File: src/rtl/dma_seq_pkg.sv
package dma_seq_pkg;
    localparam int WSEL_W = 5;
    localparam int STEP_W = 5;

    typedef struct packed {
        logic              hold_rd;
        logic              hold_wr;
        logic [STEP_W-1:0] step;
    } seq_cfg_t;

    function automatic logic [STEP_W-1:0] step_of(input logic [WSEL_W-1:0] sel);
        logic [STEP_W-1:0] s;
        s = '0;
        for (int i = 0; i < WSEL_W; i++)
            if (sel[i]) s = STEP_W'(1 << i);
        return s;
    endfunction

    function automatic logic single_bit(input logic [WSEL_W-1:0] sel);
        return (sel != '0) && ((sel & (sel - 1'b1)) == '0);
    endfunction
endpackage

File: src/rtl/seq_width_decode.sv
module seq_width_decode
    import dma_seq_pkg::*;
#(
    parameter logic [WSEL_W-1:0] WIDTH_EN = 5'b01111
) (
    input  logic [WSEL_W-1:0] sel,
    output logic [STEP_W-1:0] step_bytes,
    output logic              legal
);
    always_comb begin
        step_bytes = step_of(sel);
        legal      = single_bit(sel) && ((sel & ~WIDTH_EN) == '0);
    end
endmodule

File: src/rtl/seq_addr_walker.sv
module seq_addr_walker
    import dma_seq_pkg::*;
#(
    parameter int AW = 32
) (
    input  logic              clk,
    input  logic              rst,
    input  logic              load,
    input  logic [AW-1:0]     start,
    input  logic              adv,
    input  logic              hold,
    input  logic [STEP_W-1:0] step,
    output logic [AW-1:0]     addr
);
    localparam int PADW = AW - STEP_W;

    always_ff @(posedge clk) begin
        if (rst)
            addr <= '0;
        else if (load)
            addr <= start;
        else if (adv && !hold)
            addr <= addr + {{PADW{1'b0}}, step};
    end
endmodule

File: src/rtl/seq_len_tracker.sv
module seq_len_tracker
    import dma_seq_pkg::*;
#(
    parameter int LW = 16
) (
    input  logic              clk,
    input  logic              rst,
    input  logic              load,
    input  logic [LW-1:0]     len_in,
    input  logic              adv,
    input  logic [STEP_W-1:0] step,
    output logic [LW-1:0]     rem,
    output logic              last
);
    localparam int PADW = LW - STEP_W;
    logic [LW-1:0] step_ext;

    always_comb begin
        step_ext = {{PADW{1'b0}}, step};
        last     = rem <= step_ext;
    end

    always_ff @(posedge clk) begin
        if (rst)
            rem <= '0;
        else if (load)
            rem <= len_in;
        else if (adv)
            rem <= last ? '0 : rem - step_ext;
    end
endmodule

File: src/rtl/dma_addr_seq.sv
module dma_addr_seq
    import dma_seq_pkg::*;
#(
    parameter int                AW       = 32,
    parameter int                LW       = 16,
    parameter logic [WSEL_W-1:0] WIDTH_EN = 5'b01111
) (
    input  logic              clk,
    input  logic              rst,
    input  logic              go,
    input  logic [AW-1:0]     rd_start,
    input  logic [AW-1:0]     wr_start,
    input  logic [LW-1:0]     len_in,
    input  logic              hold_rd,
    input  logic              hold_wr,
    input  logic [WSEL_W-1:0] width_sel,
    input  logic              beat_done,
    output logic [AW-1:0]     rd_addr,
    output logic [AW-1:0]     wr_addr,
    output logic [LW-1:0]     rem_len,
    output logic [STEP_W-1:0] step,
    output logic              busy,
    output logic              done,
    output logic              cfg_err
);
    localparam int NCH = 2;

    seq_cfg_t          cfg_q;
    logic [STEP_W-1:0] dec_step;
    logic              dec_legal;
    logic              accept, load, adv, last;
    logic [AW-1:0]     ch_start [NCH];
    logic [AW-1:0]     ch_addr  [NCH];
    logic              ch_hold  [NCH];

    seq_width_decode #(.WIDTH_EN(WIDTH_EN)) u_dec (
        .sel(width_sel), .step_bytes(dec_step), .legal(dec_legal)
    );

    always_comb begin
        accept      = go && !busy;
        load        = accept && dec_legal;
        adv         = busy && beat_done;
        ch_start[0] = rd_start;
        ch_start[1] = wr_start;
        ch_hold[0]  = cfg_q.hold_rd;
        ch_hold[1]  = cfg_q.hold_wr;
        rd_addr     = ch_addr[0];
        wr_addr     = ch_addr[1];
        step        = cfg_q.step;
    end

    for (genvar c = 0; c < NCH; c++) begin : g_ch
        seq_addr_walker #(.AW(AW)) u_walk (
            .clk(clk), .rst(rst), .load(load), .start(ch_start[c]),
            .adv(adv), .hold(ch_hold[c]), .step(cfg_q.step), .addr(ch_addr[c])
        );
    end

    seq_len_tracker #(.LW(LW)) u_len (
        .clk(clk), .rst(rst), .load(load), .len_in(len_in),
        .adv(adv), .step(cfg_q.step), .rem(rem_len), .last(last)
    );

    always_ff @(posedge clk) begin
        if (rst) begin
            cfg_q   <= '0;
            busy    <= 1'b0;
            done    <= 1'b0;
            cfg_err <= 1'b0;
        end else begin
            done    <= 1'b0;
            cfg_err <= accept && !dec_legal;
            if (load) begin
                cfg_q <= '{hold_rd: hold_rd, hold_wr: hold_wr, step: dec_step};
                if (len_in == '0) done <= 1'b1;
                else              busy <= 1'b1;
            end else if (adv && last) begin
                busy <= 1'b0;
                done <= 1'b1;
            end
        end
    end
endmodule

File: config.mk
export PLATFORM = sky130hd
export DESIGN_NAME = dma_addr_seq
export DESIGN_NICKNAME = d
export VERILOG_FILES = /design/src/rtl/dma_seq_pkg.sv /design/src/rtl/seq_width_decode.sv /design/src/rtl/seq_addr_walker.sv /design/src/rtl/seq_len_tracker.sv /design/src/rtl/dma_addr_seq.sv
export SDC_FILE = /design/constraint.sdc
export NUM_CORES = 1
export LEC_CHECK = 0
export CAP_MARGIN = 40
export CORE_MARGIN = 3
export CORE_UTILIZATION = 45
export CTS_CLUSTER_SIZE = 10
export DETAILED_ROUTE_END_ITERATION = 8
export PLACE_DENSITY = 0.82
export SLEW_MARGIN = 10
export SYNTH_ARGS = -nofsm -noshare
export SYNTH_HDL_FRONTEND = slang
export SYNTH_SLANG_ARGS = --single-unit
File: constraint.sdc
create_clock -name clk -period 3.24 [get_ports clk]
set_clock_uncertainty 0.2 [all_clocks]
set_input_delay 0.972 -clock clk [delete_from_list [all_inputs] [get_ports clk]]
set_output_delay 0.972 -clock clk [all_outputs]
set_load 0.02 [all_outputs]
==> flow_summary.toml <==
[timing]
fin_crit_sh_pct = 93.5
fmax_mhz = 330
hold_violations = 0
tightest_slew_ns = 0.794
slew_viol_final = 0
rsz0062_at_grt = "false"
fin_crit_ns = 3.03
relSlewSlack_pct = 46.6
finalSetupViolations = 0

[clock_tree]
clockBufferDepth = 2
post_cts_buffers = 0
h-tree-depth = 3
hold_buffers = 0
cts_tree = "yes"
cts.sinks = 90
cts_resized = 0
cts-buffers-inserted = 9
cts_root_buf = "clkbuf_16"
clk_latency_ns = 0.35
cts.clk_slew.worst_paths_ns = 0.06

[worst_setup_path]
cp_max_fo = 7
worst-setup-path-type = "flip-flop to flip-flop"
arrival_ns = 3.08
cp-end-kind = "flip-flop"
worstSetupStartpointType = "flip-flop"
cp_data_required_time_ns = 3.29

[flow_run]
drv_cap = 0

[floorplan]
die_h_um = 118
core_area_um2 = 12100
num_io_pins = 179
dieWidth_um = 118
die_area_um2 = 13800
start_util_pct = 46.3
rows = 40

[placed_design]
gp_congestion = 0.872
place_hpwl_mm = 13.7
placed_area_um2 = 7730
dp.cells = 1019
port_buffers = 178

[min_path]
worstHoldPathType = "flip-flop to flip-flop"

[routing]
drtIter0Drc = 492
via_count = 6195
drtPass1Iterations = 5
wire_per_inst_um = 18.0
drc = 0
routed_wl_mm = 18.6
postRouteAntennaNets = 0
viasPerCell = 5.99

[global_routing]
grt_pass1_vias = 6076
grt_antenna_before_repair = 0
grt-ovfl-total = 0
grt_start_max_net_pins = 63
track_usage_pct = 26.5
grt_pass1_wl_mm = 30.7

[power]
vdd_drop_max_mv = 0.198
p_leak_nw = 2.63
powerDensity_nw_per_um2 = 357
power_w = 0.00288

[synthesis]
synth_seq_cells = 90
ys_seq_area_share_pct = 32.1
netlist_instances = 684
syn_nets = 793
ys_warn_count = 0
ys_types = 60
async_flop_share_pct = 0
synth_top_flop_cell = "dfxtp_1"
syn_area_um2 = 5610
synth_edf_count = 0
avgSynthCellArea_um2 = 8.21

[cells_and_area]
utilization_pct = 66.5
nNetsFinal = 971
nFillCells = 1023
diodes = 0
syn2layout_area_growth_pct = 43.5
regArea_um2 = 1800
finalNonFillerCells = 1035
final_common_cell = "clkdlybuf4s50_1"
drive_above_1_share_pct = 7.96
final_cell_mix = "clkdlybuf4s50_1, dfxtp_1, nor2_1"
multi_input_area_um2 = 3550
fin_area_um2 = 8060

[outcome]
status = "finished, final reports clean"
metrics by stage:
stage | hold slack (ns) | setup slack [ns] | setup TNS, ns
after global routing | 0.316 | 0.0563 | 0
final | 0.274 | 0.211 | 0
after detailed placement | 0.265 | -0.139 | -0.461
after CTS | 0.274 | 0.225 | 0
after global placement | 0.267 | 0.0169 | 0
after floorplan | 0.245 | 0.520 | 0
synth_stat cells, types with 4 or more instances:
cell type	n	area share, %
o211ai_1	13	1.7
xnor2_1	34	5.3
a31oi_1	11	1.2
nand2b_1	5	0.56
nand3_1	23	2.1
buf_2	4	0.36
a22o_1	4	0.62
nor3_1	10	0.89
dfxtp_1	90	32
o21a_1	5	0.67
and2_1	4	0.45
nor2b_1	5	0.56
o31ai_1	5	0.67
ha_1	15	3.3
or4_1	9	1.2
o2111ai_1	7	1.1
or3_1	12	1.3
a2111oi_0	4	0.62
xor2_1	10	1.6
a2111oi_2	13	3.5
a211oi_1	57	7.6
nor2_1	72	4.8
o21ai_0	16	1.4
clkbuf_1	36	2.4
inv_1	25	1.7
a21oi_1	28	2.5
nor4_1	12	1.3
nand4_1	18	2.0
buf_1	4	0.27
nand2_1	58	3.9
a311oi_1	13	2.0
o31a_1	7	1.1
a21o_1	5	0.67
and4_1	9	1.4
metal layers:
metal  track usage (%)  up-vias  wire length (um)
li1                  -     2976                 -
met1              34.5     2919              8130
met2              43.0      259              8760
met3              5.77       41              1210
met4              10.4        0               537
met5                 0        -                 0
worst paths after layout:
kind	slack, ns	from	depth (start not counted)	endpoint
worst min register to register	0.27	cfg_q[6]$_SDFFE_PP0P_	2	cfg_q[6]$_SDFFE_PP0P_
worst max-delay path	0.21	step[0]$_SDFFE_PP0P_	8	g_ch[0].u_walk.addr[24]$_SDFFE_PP0P_
worst max register to register	0.21	step[0]$_SDFFE_PP0P_	8	g_ch[0].u_walk.addr[24]$_SDFFE_PP0P_
worst min-delay path	0.27	cfg_q[6]$_SDFFE_PP0P_	2	cfg_q[6]$_SDFFE_PP0P_
area by class of cell:
| class | instances | share of cell area (%) |
|---|---|---|
| inverter | 25 | 1.16 |
| timing repair buffer | 212 | 25.8 |
| clock inverter | 5 | 0.963 |
| multi-input combinational | 524 | 44.0 |
| sequential | 90 | 22.4 |
| tap | 168 | 2.61 |
| clock buffer | 11 | 3.01 |
worst max-delay path, cell delays in order, from the launching register on:
cell,delay (ns)
dfxtp_1,0.48
ha_1,0.24
inv_1,0.06
fa_1,0.38
nor2b_1,0.25
o31ai_1,0.22
a211o_1,0.41
or3_1,0.38
a311oi_1,0.30
where the power goes:
part / switching [W] / total [W] / internal [W]
clock network: 0.000452 / 0.00115 / 0.000695
logic: 0.000259 / 0.000523 / 0.000264
registers: 0.0000594 / 0.00121 / 0.00115
total: 0.000771 / 0.00288 / 0.00211
flip-flops by register name (all words and copies together) (netlist names):
| name | count |
|---|---|
| cfg_q | 2 |
| u_len.rem | 16 |
| busy | 1 |
| cfg_err | 1 |
| g_ch.u_walk.addr | 64 |
| done | 1 |
| step | 5 |
kinds of logic after synthesis:
logic type | Yosys count | synth area share [%]
mux | 1 | 0.178
fa+ha+maj | 18 | 4.41
xor+xnor | 44 | 6.87
flops | 90 | 32.1
compound gates | 207 | 28.3
simple gates | 254 | 23.3
buf+inv | 70 | 4.84
(Power assumes the default switching activity.)
